<file path="config.mk">
export PLATFORM = sky130hd
export DESIGN_NAME = flow_ctrl_unit
export DESIGN_NICKNAME = d
export VERILOG_FILES = /design/src/rtl/flow_ctrl_pkg.sv /design/src/rtl/fc_ret_stack.sv /design/src/rtl/fc_pc_next.sv /design/src/rtl/flow_ctrl_unit.sv
export SDC_FILE = /design/constraint.sdc
export NUM_CORES = 1
export LEC_CHECK = 0
export BUFFER_PORTS_ARGS = -buffer_cell sky130_fd_sc_hd__clkbuf_2
export CORE_MARGIN = 2
export CORE_UTILIZATION = 66
export CTS_CLUSTER_DIAMETER = 50
export DETAILED_ROUTE_END_ITERATION = 8
export PLACE_DENSITY = 0.82
export SYNTH_ARGS = -nofsm -noshare
export SYNTH_HDL_FRONTEND = slang
export SYNTH_SLANG_ARGS = --single-unit
</file>
<file path="constraint.sdc">
create_clock -name clk -period 9.9 [get_ports clk]
set_input_delay 0.99 -clock clk [delete_from_list [all_inputs] [get_ports clk]]
set_output_delay 0.99 -clock clk [all_outputs]
set_load 0.01 [all_outputs]
</file>
<file path="src/rtl/flow_ctrl_pkg.sv">
package flow_ctrl_pkg;

   typedef enum logic [2:0] {
      FC_PLAIN = 3'd0,
      FC_CALL  = 3'd1,
      FC_RET   = 3'd2,
      FC_JIDX  = 3'd3,
      FC_SYS   = 3'd4
   } fc_kind_e;

   localparam int unsigned FC_KIND_W = 3;

endpackage

</file>
<file path="src/rtl/fc_ret_stack.sv">
module fc_ret_stack #(
   parameter int unsigned DEPTH  = 16,
   parameter int unsigned DATA_W = 16
) (
   input  logic              clk,
   input  logic              rst,
   input  logic              push_req,
   input  logic              pop_req,
   input  logic [DATA_W-1:0] push_data,
   output logic [DATA_W-1:0] top_data,
   output logic              full,
   output logic              empty,
   output logic              ovf,
   output logic              unf
);

   localparam int unsigned IDX_W = (DEPTH > 1) ? $clog2(DEPTH) : 1;
   localparam int unsigned PTR_W = $clog2(DEPTH + 1);
   localparam logic [PTR_W-1:0] PTR_MAX = PTR_W'(DEPTH);

   initial begin
      assert (DEPTH >= 2 && (DEPTH & (DEPTH - 1)) == 0)
         else $error("fc_ret_stack: DEPTH must be a power of two, at least 2");
      assert (DATA_W >= 1)
         else $error("fc_ret_stack: DATA_W must be positive");
   end

   logic [PTR_W-1:0]  ptr;
   logic [DATA_W-1:0] slot [DEPTH];
   logic [IDX_W-1:0]  wr_idx;
   logic [IDX_W-1:0]  rd_idx;
   logic              do_push;
   logic              do_pop;

   assign full    = (ptr == PTR_MAX);
   assign empty   = (ptr == '0);
   assign do_push = push_req && !full;
   assign do_pop  = pop_req && !empty;
   assign wr_idx  = ptr[IDX_W-1:0];
   assign rd_idx  = IDX_W'(ptr - PTR_W'(1));
   assign top_data = slot[rd_idx];

   // one register row per entry, each with its own write enable
   for (genvar g = 0; g < DEPTH; g++) begin : g_row
      always_ff @(posedge clk) begin
         if (do_push && (wr_idx == IDX_W'(g))) begin
            slot[g] <= push_data;
         end
      end
   end

   // pointer names the next free row: write-then-bump, drop-then-read
   always_ff @(posedge clk) begin
      if (rst) begin
         ptr <= '0;
      end else if (do_push) begin
         ptr <= ptr + PTR_W'(1);
      end else if (do_pop) begin
         ptr <= ptr - PTR_W'(1);
      end
   end

   always_ff @(posedge clk) begin
      if (rst) begin
         ovf <= 1'b0;
         unf <= 1'b0;
      end else begin
         if (push_req && full) ovf <= 1'b1;
         if (pop_req && empty) unf <= 1'b1;
      end
   end


   ptr_bound_chk: assert property (@(posedge clk) disable iff (rst)
      ptr <= PTR_MAX);


   full_push_hold_chk: assert property (@(posedge clk) disable iff (rst)
      (push_req && full) |=> full);


   empty_pop_hold_chk: assert property (@(posedge clk) disable iff (rst)
      (pop_req && empty) |=> empty);


   ovf_sticky_chk: assert property (@(posedge clk) disable iff (rst)
      ovf |=> ovf);


   unf_sticky_chk: assert property (@(posedge clk) disable iff (rst)
      unf |=> unf);


   req_excl_chk: assert property (@(posedge clk) disable iff (rst)
      !(push_req && pop_req));

endmodule

</file>
<file path="src/rtl/fc_pc_next.sv">
module fc_pc_next
   import flow_ctrl_pkg::*;
#(
   parameter int unsigned PC_W  = 16,
   parameter int unsigned TGT_W = 12,
   parameter int unsigned REG_W = 8,
   parameter int unsigned STEP  = 2
) (
   input  logic                 valid,
   input  logic [FC_KIND_W-1:0] kind,
   input  logic [PC_W-1:0]      pc_cur,
   input  logic [TGT_W-1:0]     target,
   input  logic [REG_W-1:0]     base,
   input  logic [PC_W-1:0]      stack_top,
   input  logic                 stack_full,
   input  logic                 stack_empty,
   output logic [PC_W-1:0]      pc_step,
   output logic [PC_W-1:0]      pc_nxt,
   output logic                 push_req,
   output logic                 pop_req
);

   logic [PC_W-1:0] tgt_ext;
   logic [PC_W-1:0] base_ext;

   // the counter may be wider or narrower than the address field
   if (TGT_W < PC_W) begin : g_tgt_zext
      assign tgt_ext = {{(PC_W - TGT_W){1'b0}}, target};
   end else begin : g_tgt_trunc
      assign tgt_ext = target[PC_W-1:0];
   end

   if (REG_W < PC_W) begin : g_base_zext
      assign base_ext = {{(PC_W - REG_W){1'b0}}, base};
   end else begin : g_base_trunc
      assign base_ext = base[PC_W-1:0];
   end

   assign pc_step  = pc_cur + PC_W'(STEP);
   assign push_req = valid && (kind == FC_CALL);
   assign pop_req  = valid && (kind == FC_RET);

   always_comb begin
      pc_nxt = pc_cur;
      if (valid) begin
         unique case (kind)
            FC_CALL: pc_nxt = stack_full  ? pc_step : tgt_ext;
            FC_RET:  pc_nxt = stack_empty ? pc_step : stack_top;
            FC_JIDX: pc_nxt = tgt_ext + base_ext;
            default: pc_nxt = pc_step;
         endcase
      end
   end

endmodule

</file>
<file path="src/rtl/flow_ctrl_unit.sv">
module flow_ctrl_unit
   import flow_ctrl_pkg::*;
#(
   parameter int unsigned DEPTH    = 16,
   parameter int unsigned PC_W     = 16,
   parameter int unsigned TGT_W    = 12,
   parameter int unsigned REG_W    = 8,
   parameter int unsigned STEP     = 2,
   parameter int unsigned RESET_PC = 32'h200
) (
   input  logic                 clk,
   input  logic                 rst,
   input  logic                 instr_valid,
   input  logic [FC_KIND_W-1:0] instr_kind,
   input  logic [TGT_W-1:0]     instr_target,
   input  logic [REG_W-1:0]     base_val,
   output logic [PC_W-1:0]      pc,
   output logic                 stk_ovf,
   output logic                 stk_unf
);

   localparam logic [PC_W-1:0] PC_INIT = PC_W'(RESET_PC);

   initial begin
      assert (PC_W >= 8 && PC_W <= 32)
         else $error("flow_ctrl_unit: PC_W out of range");
      assert (TGT_W >= 1 && REG_W >= 1)
         else $error("flow_ctrl_unit: field widths must be positive");
      assert (RESET_PC < (64'd1 << PC_W))
         else $error("flow_ctrl_unit: RESET_PC does not fit PC_W");
   end

   logic [PC_W-1:0] pc_step;
   logic [PC_W-1:0] pc_nxt;
   logic [PC_W-1:0] top_data;
   logic            push_req;
   logic            pop_req;
   logic            full;
   logic            empty;

   fc_pc_next #(
      .PC_W  (PC_W),
      .TGT_W (TGT_W),
      .REG_W (REG_W),
      .STEP  (STEP)
   ) u_next (
      .valid       (instr_valid),
      .kind        (instr_kind),
      .pc_cur      (pc),
      .target      (instr_target),
      .base        (base_val),
      .stack_top   (top_data),
      .stack_full  (full),
      .stack_empty (empty),
      .pc_step     (pc_step),
      .pc_nxt      (pc_nxt),
      .push_req    (push_req),
      .pop_req     (pop_req)
   );

   fc_ret_stack #(
      .DEPTH  (DEPTH),
      .DATA_W (PC_W)
   ) u_stack (
      .clk       (clk),
      .rst       (rst),
      .push_req  (push_req),
      .pop_req   (pop_req),
      .push_data (pc_step),
      .top_data  (top_data),
      .full      (full),
      .empty     (empty),
      .ovf       (stk_ovf),
      .unf       (stk_unf)
   );

   always_ff @(posedge clk) begin
      if (rst) pc <= PC_INIT;
      else     pc <= pc_nxt;
   end


   idle_hold_chk: assert property (@(posedge clk) disable iff (rst)
      !instr_valid |=> (pc == $past(pc)));


   plain_step_chk: assert property (@(posedge clk) disable iff (rst)
      (instr_valid && (instr_kind == FC_PLAIN || instr_kind == FC_SYS))
      |=> (pc == $past(pc) + PC_W'(STEP)));


   call_target_chk: assert property (@(posedge clk) disable iff (rst)
      (instr_valid && instr_kind == FC_CALL && !full)
      |=> (pc == PC_W'($past(instr_target))));


   call_full_step_chk: assert property (@(posedge clk) disable iff (rst)
      (instr_valid && instr_kind == FC_CALL && full)
      |=> (stk_ovf && pc == $past(pc) + PC_W'(STEP)));


   ret_empty_step_chk: assert property (@(posedge clk) disable iff (rst)
      (instr_valid && instr_kind == FC_RET && empty)
      |=> (stk_unf && pc == $past(pc) + PC_W'(STEP)));

endmodule

</file>
# Word level (Yosys, flattened, before mapping)
# Memories as Yosys holds them, arrays and structs flattened.
# Cells that the tools add are included.
# W data, S select, Z words.
[word_totals]
rom_bits = 0
ramBits = 256
in_bits = 26
latchBits = 0
register_bits = 23
memories = 1
[memory_table]
columns = ["name", "words", "word_bits", "read_ports", "rd_ports_with_merged_regs", "wr", "line_no", "text"]
rows = [
  ["u_stack.slot", 16, 16, 1, 0, 1, "fc_ret_stack.sv:29", "logic [DATA_W-1:0] slot [DEPTH];"],
]
[classes]
addsub = 4
muxes = 82
n_mul = 0
n_reduce_logical = 42
n_eq_ne = 19
shift = 0
bitwise = 0
n_lt_le_gt_ge = 0
n_div = 0
[ops]
columns = ["cell", "n"]
rows = [
  ["$mux W16", 17],
  ["$reduce_or A16 Y1", 15],
  ["$mux W4", 15],
  ["$pmux W16 S3", 1],
  ["$mux W1", 47],
  ["$eq A4 B4 Y1 const B", 8],
  ["$logic_and A1 B1 Y1", 22],
  ["$add A16 B2 Y16 const B", 1],
  ["$eq A4 B3 Y1 const B", 4],
  ["$add A12 B8 Y13", 1],
  ["$mux W5", 2],
  ["$eq A4 B2 Y1 const B", 2],
  ["$eq A3 B2 Y1 const B", 2],
  ["$add A5 B1 Y5 const B", 1],
  ["$eq A5 B5 Y1 const B", 1],
  ["$logic_not A5 Y1", 1],
  ["$sub A5 B1 Y5 const B", 1],
  ["$eq A4 B1 Y1 const B", 1],
  ["$logic_not A4 Y1", 1],
  ["$eq A3 B1 Y1 const B", 1],
  ["$logic_not A1 Y1", 2],
  ["$reduce_bool A2 Y1", 1],
]

# Depth between registers and ports, before layout
[logic_depth]
depth_word = 22
mapped_depth = 13
mapped_depth_nobuf = 9

# Modules after synthesis
# Synthesis repeated with hierarchy kept, for this count alone.
[hier_totals]
hier_cells = 860
area_unflattened_um2 = 12226.7
[by_module_without_submodules]
columns = ["module", "area_per_inst_um2", "cells_per_inst", "seq_area_each_um2", "n_inst"]
rows = [
  ["fc_ret_stack", 10369.9, 612, 7827.5, 1],
  ["fc_pc_next", 1420.1, 215, 0.0, 1],
  ["flow_ctrl_unit", 436.7, 33, 320.3, 1],
]

# Worst setup path before layout
# No wires, ideal clock.
[synth_timing]
kind = "reg-to-reg"
start = "register u_stack.ptr[0]"
end = "register pc[5]"
setup_time_ns = 0.124
path_stages_with_launch = 12
required_time_ns = 9.776
slack_ns = 6.728
arrival_ns = 3.048
synth_period_minus_slack_ns = 3.172
n_path_buf = 5
cell_sequence = "dfxtp_1 -> buf_6 -> buf_4 -> buf_4 -> inv_1 -> ha_1 -> buf_2 -> buf_1 -> mux4_2 -> mux4_2 -> a221oi_1 -> a21oi_1"
[synth_via]
elab_chain_len = 4
elab_cells_between_ends = 7
[synth_rtl]
columns = ["element", "line_no", "text"]
rows = [
  ["from (decl)", "fc_ret_stack.sv:28", "logic [PTR_W-1:0] ptr;"],
  ["from (signal assigned)", "fc_ret_stack.sv:57", "ptr <= ptr + PTR_W'(1);"],
  ["from (signal assigned)", "fc_ret_stack.sv:59", "ptr <= ptr - PTR_W'(1);"],
  ["$sub A5 B1 Y5", "fc_ret_stack.sv:40", "assign rd_idx = IDX_W'(ptr - PTR_W'(1));"],
  ["$mem_v2 Z16 W16", "-", ""],
  ["$mux W16", "fc_pc_next.sv:48", "FC_RET: pc_nxt = stack_empty ? pc_step : stack_top;"],
  ["$pmux W16 S3 (*)", "fc_pc_next.sv:46", "unique case (kind)"],
  ["to (signal assigned)", "flow_ctrl_unit.sv:79", "else pc <= pc_nxt;"],
  ["to (decl)", "flow_ctrl_unit.sv:17", "output logic [PC_W-1:0] pc,"],
]
# Every way passes the cells marked *; elsewhere a longest branch is shown, timed or not.
# A chain may end at the register's enable or synchronous reset.

# Worst setup path in the final report
[layout_timing]
start = "register u_stack.ptr[0]"
end = "register pc[6]"
# The elaborated chain is that of the path after synthesis.

==> results.toml <==
[grt]
antenna_found_initial = 0
overflow = 0
grt_pass1_wl_um = 42800
grt_max_degree = 52
use_met3_pct = 5.63
grt_pass1_vias = 6699
grtUsageMet1_pct = 46.4
grt.total_usage_pct = 31.9
use_met2_pct = 50.6
grt-busiest-layer = "met2"

[route]
drc = 0
vias = 6839
routed_wl_um = 29200
vias_per_cell = 7.18
ant_nets = 0
wire_per_inst_um = 30.7
dr.pass1.iters = 6
drt_iter0_markers = 859

[synth]
yosysTopAreaCellShare_pct = 64.9
synth_flop_cell = "edfxtp_1"
synth_area_leader_cell = "edfxtp_1"
synth_nets = 694
synth_edf_count = 256
yosysWarnings = 0
ys_types = 65
synthCells = 653
ys_ff_latch = 279
synth_area_per_cell_sq_um = 18.1
ys_top_cells_by_count = "256 x edfxtp_1, 74 x mux4_2, 35 x nor2_1"
netlist_area_sq_um = 11800
async_reset_ff_share_pct = 0
yosysMostFrequentCell = "edfxtp_1"
ys_seq_area_share_pct = 68.8
synthTopCellsByArea = "edfxtp_1 65%, mux4_2 14%, dfxtp_1 3.9%"

[sta]
slew_violations = 0
rsz0062_at_grt = "false"
worst_pin_slew_ps = 1350
hold_viol = 0
setup_slack_ps = 5970
finalSetupViolations = 0
slew_headroom_pct = 9.59
clock_skew_ps = 19.1
fin_setup_tns_ps = 0
post-route-period-util_pct = 39.7
clock.fmax_mhz = 254
period_needed_ps = 3930

[floorplan]
start_util_pct = 68.0
dieArea_sq_um = 19000
die_x_um = 138
ios = 44
dieHeight_um = 138
rows = 48
core_sq_um = 17400

[place]
dp_cells = 901
postPlaceCellArea_sq_um = 12300
place_ws_ps = 6060
portBuffers = 43
gp_congestion = 0.948
hpwl_um = 17100

[cts]
cts.path.max_buffers = 3
ctsHtreeMaxLevel = 1
postCtsSetupBuffers = 0
clock-sinks = 279
cts_root_buf = "clkbuf_16"
cts_tree = "built"
cts_buffers = 28
path_clk_slew_ps = 60
post_cts_resized = 0
clk_latency_ps = 530
cts_hold_buf = 0

[worst_setup_path]
worst_ep_required_time_ps = 10320
worstPathArrival_ps = 4360
start_kind = "register"
cp-end-kind = "register"
critPathKind = "register to register"
critPathMaxFanout = 36

[layout]
diodes = 0
final_area_sq_um = 13200
layout-drive-gt1-share_pct = 24.8
nNetsFinal = 747
area_delta_synth_final_pct = 11.5
stdcell_count = 952

[power]
power.density_nw_per_um2 = 197
p_leak_nw = 4.36
ir_drop_uv = 144
pwr-share-clk_pct = 41.1
combPwrFrac_pct = 8.3
switchingPower_uw = 575
p_int_mw = 2.03
p_sw_share_pct = 22.0
power_frac_seq_pct = 50.6

[hold_path]
min_path_type = "register to register"

[run]
maxCapViolations = 0

[status]
outcome = "completed"
cells by family (layout without fill, tap and decap cells):
kind of cell               count (synthesis)  after routing  share of synthesized area [%]
adders and majority gates                 15             15                           1.65
xor gates and xnor gates                  22             22                           1.79
AOI/OAI and AO/OA                         83             83                           4.95
buffers and inverters                     44            118                           2.00
muxes                                     85             85                           15.3
DFF                                      279            279                           68.8
and+or+nand+nor                          125            125                           5.52
cell usage in the layout, fill, tap and decap left out, types with 12 or more instances in the layout:
cell type,netlist,final
dfxtp_1,23,22
and2_1,12,12
a21oi_1,15,15
clkbuf_2,0,43
ha_1,14,13
mux4_2,74,74
clkbuf_16,0,29
xnor2_1,15,13
nor2_1,35,34
buf_4,7,14
nand2_1,25,25
and3_1,12,12
edfxtp_1,256,256
a211oi_1,12,12
final timing paths:
check / depth (start not counted) / slack, ps / to / start
max reg2reg: 9 / 5970 / pc[6]$_SDFFE_PP0P_ / u_stack.ptr[0]$_SDFFE_PP0P_
min reg2reg: 2 / 540 / pc[11]$_SDFFE_PP0P_ / pc[11]$_SDFFE_PP0P_
min: 2 / 540 / pc[11]$_SDFFE_PP0P_ / pc[11]$_SDFFE_PP0P_
max: 9 / 5970 / pc[6]$_SDFFE_PP0P_ / u_stack.ptr[0]$_SDFFE_PP0P_
power by group through the flow:
stage / Sequential, mW / Clock [mW] / Combinational (mW)
floorplan: 1.34 / 0 / 0.143
global placement: 1.34 / 0 / 0.201
detailed placement: 1.34 / 0 / 0.207
CTS: 1.32 / 1.08 / 0.213
global route: 1.32 / 1.12 / 0.229
finish: 1.32 / 1.07 / 0.216
per-stage QoR:
step / util, % / hold slack, ps / total power, mW
floorplan: - / 490 / 1.48
global placement: 70.5 / 491 / 1.54
detailed placement: 70.5 / 500 / 1.55
CTS: 75.8 / 543 / 2.61
global route: 75.8 / 561 / 2.67
finish: 75.8 / 539 / 2.61
flip-flops by register name, summed over array words and instances, names as in the netlist:
signal,count
u_stack.ptr,5
u_stack.slot,256
u_stack.unf,1
pc,16
u_stack.ovf,1
layout make-up:
type / count / area, sq um
tap: 225 / 282
inverter: 10 / 37.5
multi-input combinational: 330 / 3480
timing repair buffer: 57 / 320
clock inverter: 14 / 171
fill: 960 / 4220
clock buffer: 37 / 756
sequential: 279 / 8150
metal layers:
metal	vias up	wire [um]
met5	-	0
met4	0	873
met3	69	3340
met2	553	14000
met1	3444	11000
li1	2773	-
worst max-delay path, stage by stage, from the launching register on:
cell and delay, ps:
dfxtp_4 560, inv_1 190, ha_2 960, buf_4 540
mux4_2 400, nor2b_1 150, a211oi_1 250, a211oi_1 90
or4_1 530, o211a_1 140
Power figures use the tool's default switching activity.
